## config.mk

```make
export PLATFORM = sky130hd
export DESIGN_NAME = owire_slot_engine
export DESIGN_NICKNAME = d
export VERILOG_FILES = /design/src/rtl/owire_pkg.sv /design/src/rtl/owire_cmd_gate.sv /design/src/rtl/owire_phase_timer.sv /design/src/rtl/owire_sequencer.sv /design/src/rtl/owire_status_regs.sv /design/src/rtl/owire_slot_engine.sv
export SDC_FILE = /design/constraint.sdc
export NUM_CORES = 1
export LEC_CHECK = 0
export BUFFER_PORTS_ARGS = -buffer_cell sky130_fd_sc_hd__buf_2
export CAP_MARGIN = 30
export CELL_PAD_IN_SITES_DETAIL_PLACEMENT = 1
export CELL_PAD_IN_SITES_GLOBAL_PLACEMENT = 2
export CORE_AREA = 3 3 89 57
export DETAILED_ROUTE_END_ITERATION = 6
export DIE_AREA = 0 0 92 60
export PLACE_DENSITY = 0.88
export SLEW_MARGIN = 20
export SYNTH_ARGS = -nofsm -noshare
export SYNTH_HDL_FRONTEND = slang
export SYNTH_SLANG_ARGS = --single-unit
export TNS_END_PERCENT = 5
```

## constraint.sdc

```tcl
create_clock -name clk -period 2.85 [get_ports clk]
set_input_delay 0.1425 -clock clk [delete_from_list [all_inputs] [get_ports clk]]
set_output_delay 0.1425 -clock clk [all_outputs]
set_load 0.05 [all_outputs]
```

## src/rtl/owire_pkg.sv

```systemverilog
package owire_pkg;

  localparam logic [7:0] CMD_LINE_RESET = 8'hB4;
  localparam logic [7:0] CMD_ONE_SLOT   = 8'h87;

  typedef enum logic [1:0] {
    PH_IDLE     = 2'd0,
    PH_RST_LOW  = 2'd1,
    PH_RST_WAIT = 2'd2,
    PH_SLOT     = 2'd3
  } owire_phase_e;

endpackage

```

## src/rtl/owire_cmd_gate.sv

```systemverilog
module owire_cmd_gate
  import owire_pkg::*;
(
  input  logic       clk,
  input  logic       rst_n,
  input  logic       cmd_valid,
  input  logic [7:0] cmd_code,
  input  logic [7:0] cmd_param,
  input  logic       busy,
  output logic       cmd_ready,
  output logic       start,
  output logic       start_is_slot,
  output logic       start_wbit,
  output logic       cmd_ack,
  output logic       cmd_nak
);

  logic code_known;

  assign code_known    = (cmd_code == CMD_LINE_RESET) || (cmd_code == CMD_ONE_SLOT);
  assign cmd_ready     = !busy;
  assign start         = cmd_valid && cmd_ready && code_known;
  assign start_is_slot = (cmd_code == CMD_ONE_SLOT);
  assign start_wbit    = cmd_param[7];

  always_ff @(posedge clk or negedge rst_n) begin
    if (!rst_n) begin
      cmd_ack <= 1'b0;
      cmd_nak <= 1'b0;
    end else begin
      cmd_ack <= start;
      cmd_nak <= cmd_valid && !start;
    end
  end

  AST_ACK_WITH_BUSY: assert property (@(posedge clk) disable iff (!rst_n)
    cmd_ack |-> busy);

endmodule

```

## src/rtl/owire_phase_timer.sv

```systemverilog
module owire_phase_timer #(
  parameter int CW = 8
) (
  input  logic          clk,
  input  logic          rst_n,
  input  logic          clr,
  input  logic          en,
  output logic [CW-1:0] cnt
);

  always_ff @(posedge clk or negedge rst_n) begin
    if (!rst_n)      cnt <= '0;
    else if (clr)    cnt <= '0;
    else if (en)     cnt <= cnt + 1'b1;
  end

endmodule

```

## src/rtl/owire_sequencer.sv

```systemverilog
module owire_sequencer
  import owire_pkg::*;
#(
  parameter int CW        = 8,
  parameter int RSTL_CYC  = 480,
  parameter int RSTH_CYC  = 480,
  parameter int SHORT_CYC = 8,
  parameter int PRES_CYC  = 70,
  parameter int SLOT_CYC  = 70,
  parameter int W0_CYC    = 60,
  parameter int W1_CYC    = 6,
  parameter int READ_CYC  = 15
) (
  input  logic          clk,
  input  logic          rst_n,
  input  logic          start,
  input  logic          start_is_slot,
  input  logic          start_wbit,
  input  logic [CW-1:0] cnt,
  output logic          tmr_clr,
  output logic          busy,
  output logic          pull_low,
  output logic          samp_short,
  output logic          samp_pres,
  output logic          samp_bit
);

  localparam logic [CW-1:0] RSTL_LAST = CW'(RSTL_CYC - 1);
  localparam logic [CW-1:0] RSTH_LAST = CW'(RSTH_CYC - 1);
  localparam logic [CW-1:0] SLOT_LAST = CW'(SLOT_CYC - 1);
  localparam logic [CW-1:0] W0_LAST   = CW'(W0_CYC - 1);
  localparam logic [CW-1:0] W1_LAST   = CW'(W1_CYC - 1);
  localparam logic [CW-1:0] SHORT_AT  = CW'(SHORT_CYC);
  localparam logic [CW-1:0] PRES_AT   = CW'(PRES_CYC);
  localparam logic [CW-1:0] READ_AT   = CW'(READ_CYC);

  owire_phase_e phase;
  logic         wbit;
  logic [CW-1:0] low_last;

  assign busy       = (phase != PH_IDLE);
  assign low_last   = wbit ? W1_LAST : W0_LAST;
  assign samp_short = (phase == PH_RST_WAIT) && (cnt == SHORT_AT);
  assign samp_pres  = (phase == PH_RST_WAIT) && (cnt == PRES_AT);
  assign samp_bit   = (phase == PH_SLOT) && (cnt == READ_AT);
  assign tmr_clr    = start || ((phase == PH_RST_LOW) && (cnt == RSTL_LAST));

  always_ff @(posedge clk or negedge rst_n) begin
    if (!rst_n) begin
      phase    <= PH_IDLE;
      pull_low <= 1'b0;
      wbit     <= 1'b0;
    end else begin
      case (phase)
        PH_IDLE: begin
          if (start) begin
            pull_low <= 1'b1;
            wbit     <= start_wbit;
            phase    <= start_is_slot ? PH_SLOT : PH_RST_LOW;
          end
        end
        PH_RST_LOW: begin
          if (cnt == RSTL_LAST) begin
            pull_low <= 1'b0;
            phase    <= PH_RST_WAIT;
          end
        end
        PH_RST_WAIT: begin
          if (cnt == RSTH_LAST) phase <= PH_IDLE;
        end
        PH_SLOT: begin
          if (cnt == low_last)  pull_low <= 1'b0;
          if (cnt == SLOT_LAST) begin
            pull_low <= 1'b0;
            phase    <= PH_IDLE;
          end
        end
        default: begin
          phase    <= PH_IDLE;
          pull_low <= 1'b0;
        end
      endcase
    end
  end

  AST_BUSY_RISE_FROM_START: assert property (@(posedge clk) disable iff (!rst_n)
    $rose(busy) |-> $past(start));

  AST_PULL_ONLY_WHEN_BUSY: assert property (@(posedge clk) disable iff (!rst_n)
    pull_low |-> busy);

  AST_ONE_RELEASED_AT_READ: assert property (@(posedge clk) disable iff (!rst_n)
    (samp_bit && wbit && (W1_CYC <= READ_CYC)) |-> !pull_low);

endmodule

```

## src/rtl/owire_status_regs.sv

```systemverilog
module owire_status_regs (
  input  logic clk,
  input  logic rst_n,
  input  logic line_in,
  input  logic pull_low,
  input  logic samp_short,
  input  logic samp_pres,
  input  logic samp_bit,
  output logic presence,
  output logic short_det,
  output logic bit_result
);

  always_ff @(posedge clk or negedge rst_n) begin
    if (!rst_n) begin
      presence   <= 1'b0;
      short_det  <= 1'b0;
      bit_result <= 1'b0;
    end else begin
      if (samp_short) short_det  <= !line_in;
      if (samp_pres)  presence   <= !line_in;
      if (samp_bit)   bit_result <= line_in;
    end
  end

  AST_RESET_SAMPLES_RELEASED: assert property (@(posedge clk) disable iff (!rst_n)
    (samp_short || samp_pres) |-> !pull_low);

  AST_SAMPLES_EXCLUSIVE: assert property (@(posedge clk) disable iff (!rst_n)
    $onehot0({samp_short, samp_pres, samp_bit}));

endmodule

```

## src/rtl/owire_slot_engine.sv

```systemverilog
module owire_slot_engine #(
  parameter int CYC_PER_US   = 200,
  parameter int RST_LOW_US   = 480,
  parameter int RST_HIGH_US  = 480,
  parameter int SHORT_AT_US  = 8,
  parameter int PRES_AT_US   = 70,
  parameter int SLOT_US      = 70,
  parameter int W0_LOW_US    = 60,
  parameter int W1_LOW_US    = 6,
  parameter int READ_AT_US   = 15
) (
  input  logic       clk,
  input  logic       rst_n,
  input  logic       cmd_valid,
  output logic       cmd_ready,
  input  logic [7:0] cmd_code,
  input  logic [7:0] cmd_param,
  output logic       cmd_ack,
  output logic       cmd_nak,
  output logic       busy,
  output logic       presence,
  output logic       short_det,
  output logic       bit_result,
  output logic       line_pull_low,
  input  logic       line_in
);

  localparam int RSTL_CYC  = RST_LOW_US  * CYC_PER_US;
  localparam int RSTH_CYC  = RST_HIGH_US * CYC_PER_US;
  localparam int SHORT_CYC = SHORT_AT_US * CYC_PER_US;
  localparam int PRES_CYC  = PRES_AT_US  * CYC_PER_US;
  localparam int SLOT_CYC  = SLOT_US     * CYC_PER_US;
  localparam int W0_CYC    = W0_LOW_US   * CYC_PER_US;
  localparam int W1_CYC    = W1_LOW_US   * CYC_PER_US;
  localparam int READ_CYC  = READ_AT_US  * CYC_PER_US;
  localparam int MAX_A     = (RSTL_CYC > RSTH_CYC) ? RSTL_CYC : RSTH_CYC;
  localparam int MAX_CYC   = (MAX_A > SLOT_CYC) ? MAX_A : SLOT_CYC;
  localparam int CW        = $clog2(MAX_CYC + 1);

  logic          start;
  logic          start_is_slot;
  logic          start_wbit;
  logic          tmr_clr;
  logic [CW-1:0] cnt;
  logic          samp_short;
  logic          samp_pres;
  logic          samp_bit;

  owire_cmd_gate u_gate (
    .clk           (clk),
    .rst_n         (rst_n),
    .cmd_valid     (cmd_valid),
    .cmd_code      (cmd_code),
    .cmd_param     (cmd_param),
    .busy          (busy),
    .cmd_ready     (cmd_ready),
    .start         (start),
    .start_is_slot (start_is_slot),
    .start_wbit    (start_wbit),
    .cmd_ack       (cmd_ack),
    .cmd_nak       (cmd_nak)
  );

  owire_phase_timer #(.CW(CW)) u_timer (
    .clk   (clk),
    .rst_n (rst_n),
    .clr   (tmr_clr),
    .en    (busy),
    .cnt   (cnt)
  );

  owire_sequencer #(
    .CW        (CW),
    .RSTL_CYC  (RSTL_CYC),
    .RSTH_CYC  (RSTH_CYC),
    .SHORT_CYC (SHORT_CYC),
    .PRES_CYC  (PRES_CYC),
    .SLOT_CYC  (SLOT_CYC),
    .W0_CYC    (W0_CYC),
    .W1_CYC    (W1_CYC),
    .READ_CYC  (READ_CYC)
  ) u_seq (
    .clk           (clk),
    .rst_n         (rst_n),
    .start         (start),
    .start_is_slot (start_is_slot),
    .start_wbit    (start_wbit),
    .cnt           (cnt),
    .tmr_clr       (tmr_clr),
    .busy          (busy),
    .pull_low      (line_pull_low),
    .samp_short    (samp_short),
    .samp_pres     (samp_pres),
    .samp_bit      (samp_bit)
  );

  owire_status_regs u_status (
    .clk        (clk),
    .rst_n      (rst_n),
    .line_in    (line_in),
    .pull_low   (line_pull_low),
    .samp_short (samp_short),
    .samp_pres  (samp_pres),
    .samp_bit   (samp_bit),
    .presence   (presence),
    .short_det  (short_det),
    .bit_result (bit_result)
  );

  AST_READY_LOW_WHEN_BUSY: assert property (@(posedge clk) disable iff (!rst_n)
    busy |-> !cmd_ready);

endmodule

```

==> impl_metrics.py <==
metrics = {
    "global_routing": {
        "grt_usage_pct": 18.51,
        "grt_max_degree": 27,
        "grt_pass1_wl_um": 7886,
        "grt-ovfl-total": 0,
        "grt_pass1_vias": 1505,
        "antenna_found_initial": 0,
    },
    "power_and_ir_drop": {
        "p_leak_nw": 0.7570,
        "powerDensity_nw_per_um2": 706.9,
        "power_mw": 1.276,
        "max-vdd-ir-drop_mv": 0.4369,
    },
    "logic_synthesis": {
        "netlist_instances": 171,
        "synth_warnings": 0,
        "synth_xor_area_share_pct": 3.936,
        "post-synth-top-count-cell": "dfrtp_1",
        "synth_async_sr_flop_share_pct": 100.0,
        "yosysTopAreaCellShare_pct": 41.77,
        "synth_compound_area_share_pct": 19.12,
        "syn_nets": 193,
        "synth_top_family_by_area": "simple AND/OR/NAND/NOR gates",
        "yosysTopAreaCell": "dfrtp_1",
        "ys_types": 43,
        "avgSynthCellArea_um2": 9.110,
        "synth-edff-count": 0,
        "synth-seq-cells": 26,
        "synthAdderAreaFrac_pct": 1.606,
        "synth-main-ff-cell": "dfrtp_1",
        "synthMuxAreaShare_pct": 2.811,
        "synth_area_leaders": "dfrtp_1 (42%), nor2_1 (5.1%), xor2_1 (3.9%)",
        "synth_sequential_area_ratio_pct": 41.77,
        "syn_area_um2": 1558,
        "synth-simple-area-share_pct": 26.91,
        "synthTopCellsByCount": "dfrtp_1 (26), nor2_1 (21), nand2_1 (13)",
    },
    "clock_network": {
        "htree_num_levels": 1,
        "numCtsBuffers": 3,
        "clock-root-buffer": "clkbuf_8",
        "clkLatencyLatePin_ns": 0.28,
        "clock_sinks": 26,
        "ctsHoldBuffers": 1,
        "clk_path_buf_depth": 2,
        "cts_resized": 0,
        "postCtsSetupBuffers": 0,
        "cts_tree": "built",
        "path_clk_slew_ns": 0.09,
    },
    "sta": {
        "min_period_ns": 2.426,
        "relSlewSlack_pct": 52.10,
        "final-setup-viol-count": 0,
        "fin_ws_ns": 0.4242,
        "fmax_ghz": 0.4122,
        "finalCritPeriodShare_pct": 85.12,
        "rsz0062_at_grt": "no",
        "tightest_slew_ns": 0.7085,
        "slew_viol_final": 0,
        "finalHoldViolations": 0,
        "clock_skew_ns": 0.005129,
        "tns_ns": 0,
    },
    "critical_path": {
        "criticalPathCategory": "flip-flop to flip-flop",
        "critPathTopFamily": "simple AND/OR/NAND/NOR gates",
        "cp_num_buf_inv": 0,
        "crit_chain": "nor4bb_1, nor2b_1, nand3_1, o21ai_2, nor2_1",
        "endpoint_kind": "flip-flop",
        "critPathSlowestCell": "nor4bb_1",
        "required_ns": 3.01,
        "critPathLaunchType": "flip-flop",
        "worstPathMaxFanout": 10,
        "slowest_delay_ns": 0.58,
        "arrival_ns": 2.58,
        "ff2ff_setup_slack_ns": 0.42,
    },
    "drt": {
        "ant_nets": 0,
        "drc": 0,
        "vias": 1490,
        "firstDrtPassIters": 4,
        "drt_iter0_markers": 90,
        "vias_per_cell": 5.889,
        "wirelength_um": 4535,
        "routedWlPerCell_um": 17.92,
    },
    "cells_and_area": {
        "fin_cells": 253,
        "fin_area_um2": 1805,
        "area_growth_pct": 15.90,
        "nFillCells": 526,
        "finalNetCount": 216,
        "drive_gt1_share_pct": 19.69,
        "antenna_cells": 0,
    },
    "placed_design": {
        "portBuffers": 20,
        "dpl.hpwl_um": 3449,
        "dpl-instance-area_um2": 1740,
        "place_congestion": 0.8341,
        "dp_slack_ns": 0.4380,
        "placedCellCount": 248,
    },
    "floorplanning": {
        "die_h_um": 60,
        "boundaryPins": 28,
        "rows": 18,
        "die-area_um2": 5520,
        "dieWidth_um": 92,
        "core_um2": 4189,
        "initial_utilization_pct": 37.19,
    },
    "outcome": {
        "outcome": "finished clean",
    },
    "min_path": {
        "hold_class": "input pin to flip-flop",
    },
    "job": {
        "drv.max_cap_violation_count": 0,
    },
}
sequential cells by signal, indices dropped and copies added (netlist names):
name	count
u_gate.cmd_ack	1
u_gate.cmd_nak	1
u_seq.phase	2
u_seq.pull_low	1
u_seq.wbit	1
u_status.bit_result	1
u_status.presence	1
u_status.short_det	1
u_timer.cnt	17
power by group:
part	leakage, nW	total (mW)	switching [mW]	internal (mW)
logic	0.386	0.516	0.347	0.169
registers	0.342	0.511	0.0875	0.423
clock network	0.0288	0.249	0.125	0.124
total	0.757	1.28	0.560	0.717
logic make-up (layout without fill, tap and decap cells):
group	Yosys count	in the layout
XOR/XNOR	7	7
AO/OA/AOI/OAI	40	40
multiplexers	4	4
flip-flops	26	26
AND/OR/NAND/NOR	76	76
adder cells (fa/ha/maj)	2	2
buffers and inverters	16	38
routing by layer:
layer	vias up	wire length [um]	global-route usage, %
met5	-	0	0
met4	0	36	4.228
met3	6	390	3.648
met2	55	2066	28.94
met1	753	2040	26.65
li1	676	-	-
path summary, 6_finish.rpt:
| check | from | cells after the start | end |
|---|---|---|---|
| worst max-delay path | u_timer.cnt[10]$_DFFE_PN0P_ | 5 | u_timer.cnt[7]$_DFFE_PN0P_ |
| worst min-delay path | line_in | 2 | u_status.presence$_DFFE_PN0P_ |
| worst max register to register | u_timer.cnt[10]$_DFFE_PN0P_ | 5 | u_timer.cnt[7]$_DFFE_PN0P_ |
| worst min register to register | u_status.short_det$_DFFE_PN0P_ | 1 | u_status.short_det$_DFFE_PN0P_ |
| max in group asynchronous | rst_n | 2 | u_timer.cnt[1]$_DFFE_PN0P_ |
| min in group asynchronous | rst_n | 2 | u_status.bit_result$_DFFE_PN0P_ |
cells in the final DEF (no fill, tap or decap), types with 3 or more instances in the layout:
cell	Yosys	final
dfrtp_1	26	26
nor2_1	21	21
buf_2	0	20
nand2_1	13	13
o21ai_0	10	10
inv_1	8	8
nand3_1	8	8
xor2_1	7	7
nand4_1	5	5
a21oi_1	5	5
buf_4	0	5
o2111ai_1	4	4
nor3_1	4	4
o211ai_1	4	4
clkbuf_8	0	4
and4_1	3	3
or3_1	3	3
o41ai_1	3	3
a21o_1	3	3
mux2_2	3	3
metrics by stage:
stage / hold WS, ns / utilization [%]
2_1_floorplan: -0.1531 / -
3_3_place_gp: 0.1872 / 41.55
3_5_place_dp: 0.1967 / 41.55
4_1_cts: 0.06335 / 43.10
5_1_grt: 0.07759 / 43.10
6_report: 0.06190 / 43.10
area by class of cell:
type / count / area, um2 / area share [%]
multi-input cells: 129 / 847.1 / 46.92
flip-flops and latches: 26 / 650.6 / 36.04
repair buffers: 26 / 147.6 / 8.177
well taps: 60 / 75.07 / 4.158
clock buffers: 4 / 55.05 / 3.049
inverters: 8 / 30.03 / 1.663
Power figures use the tool's default switching activity.
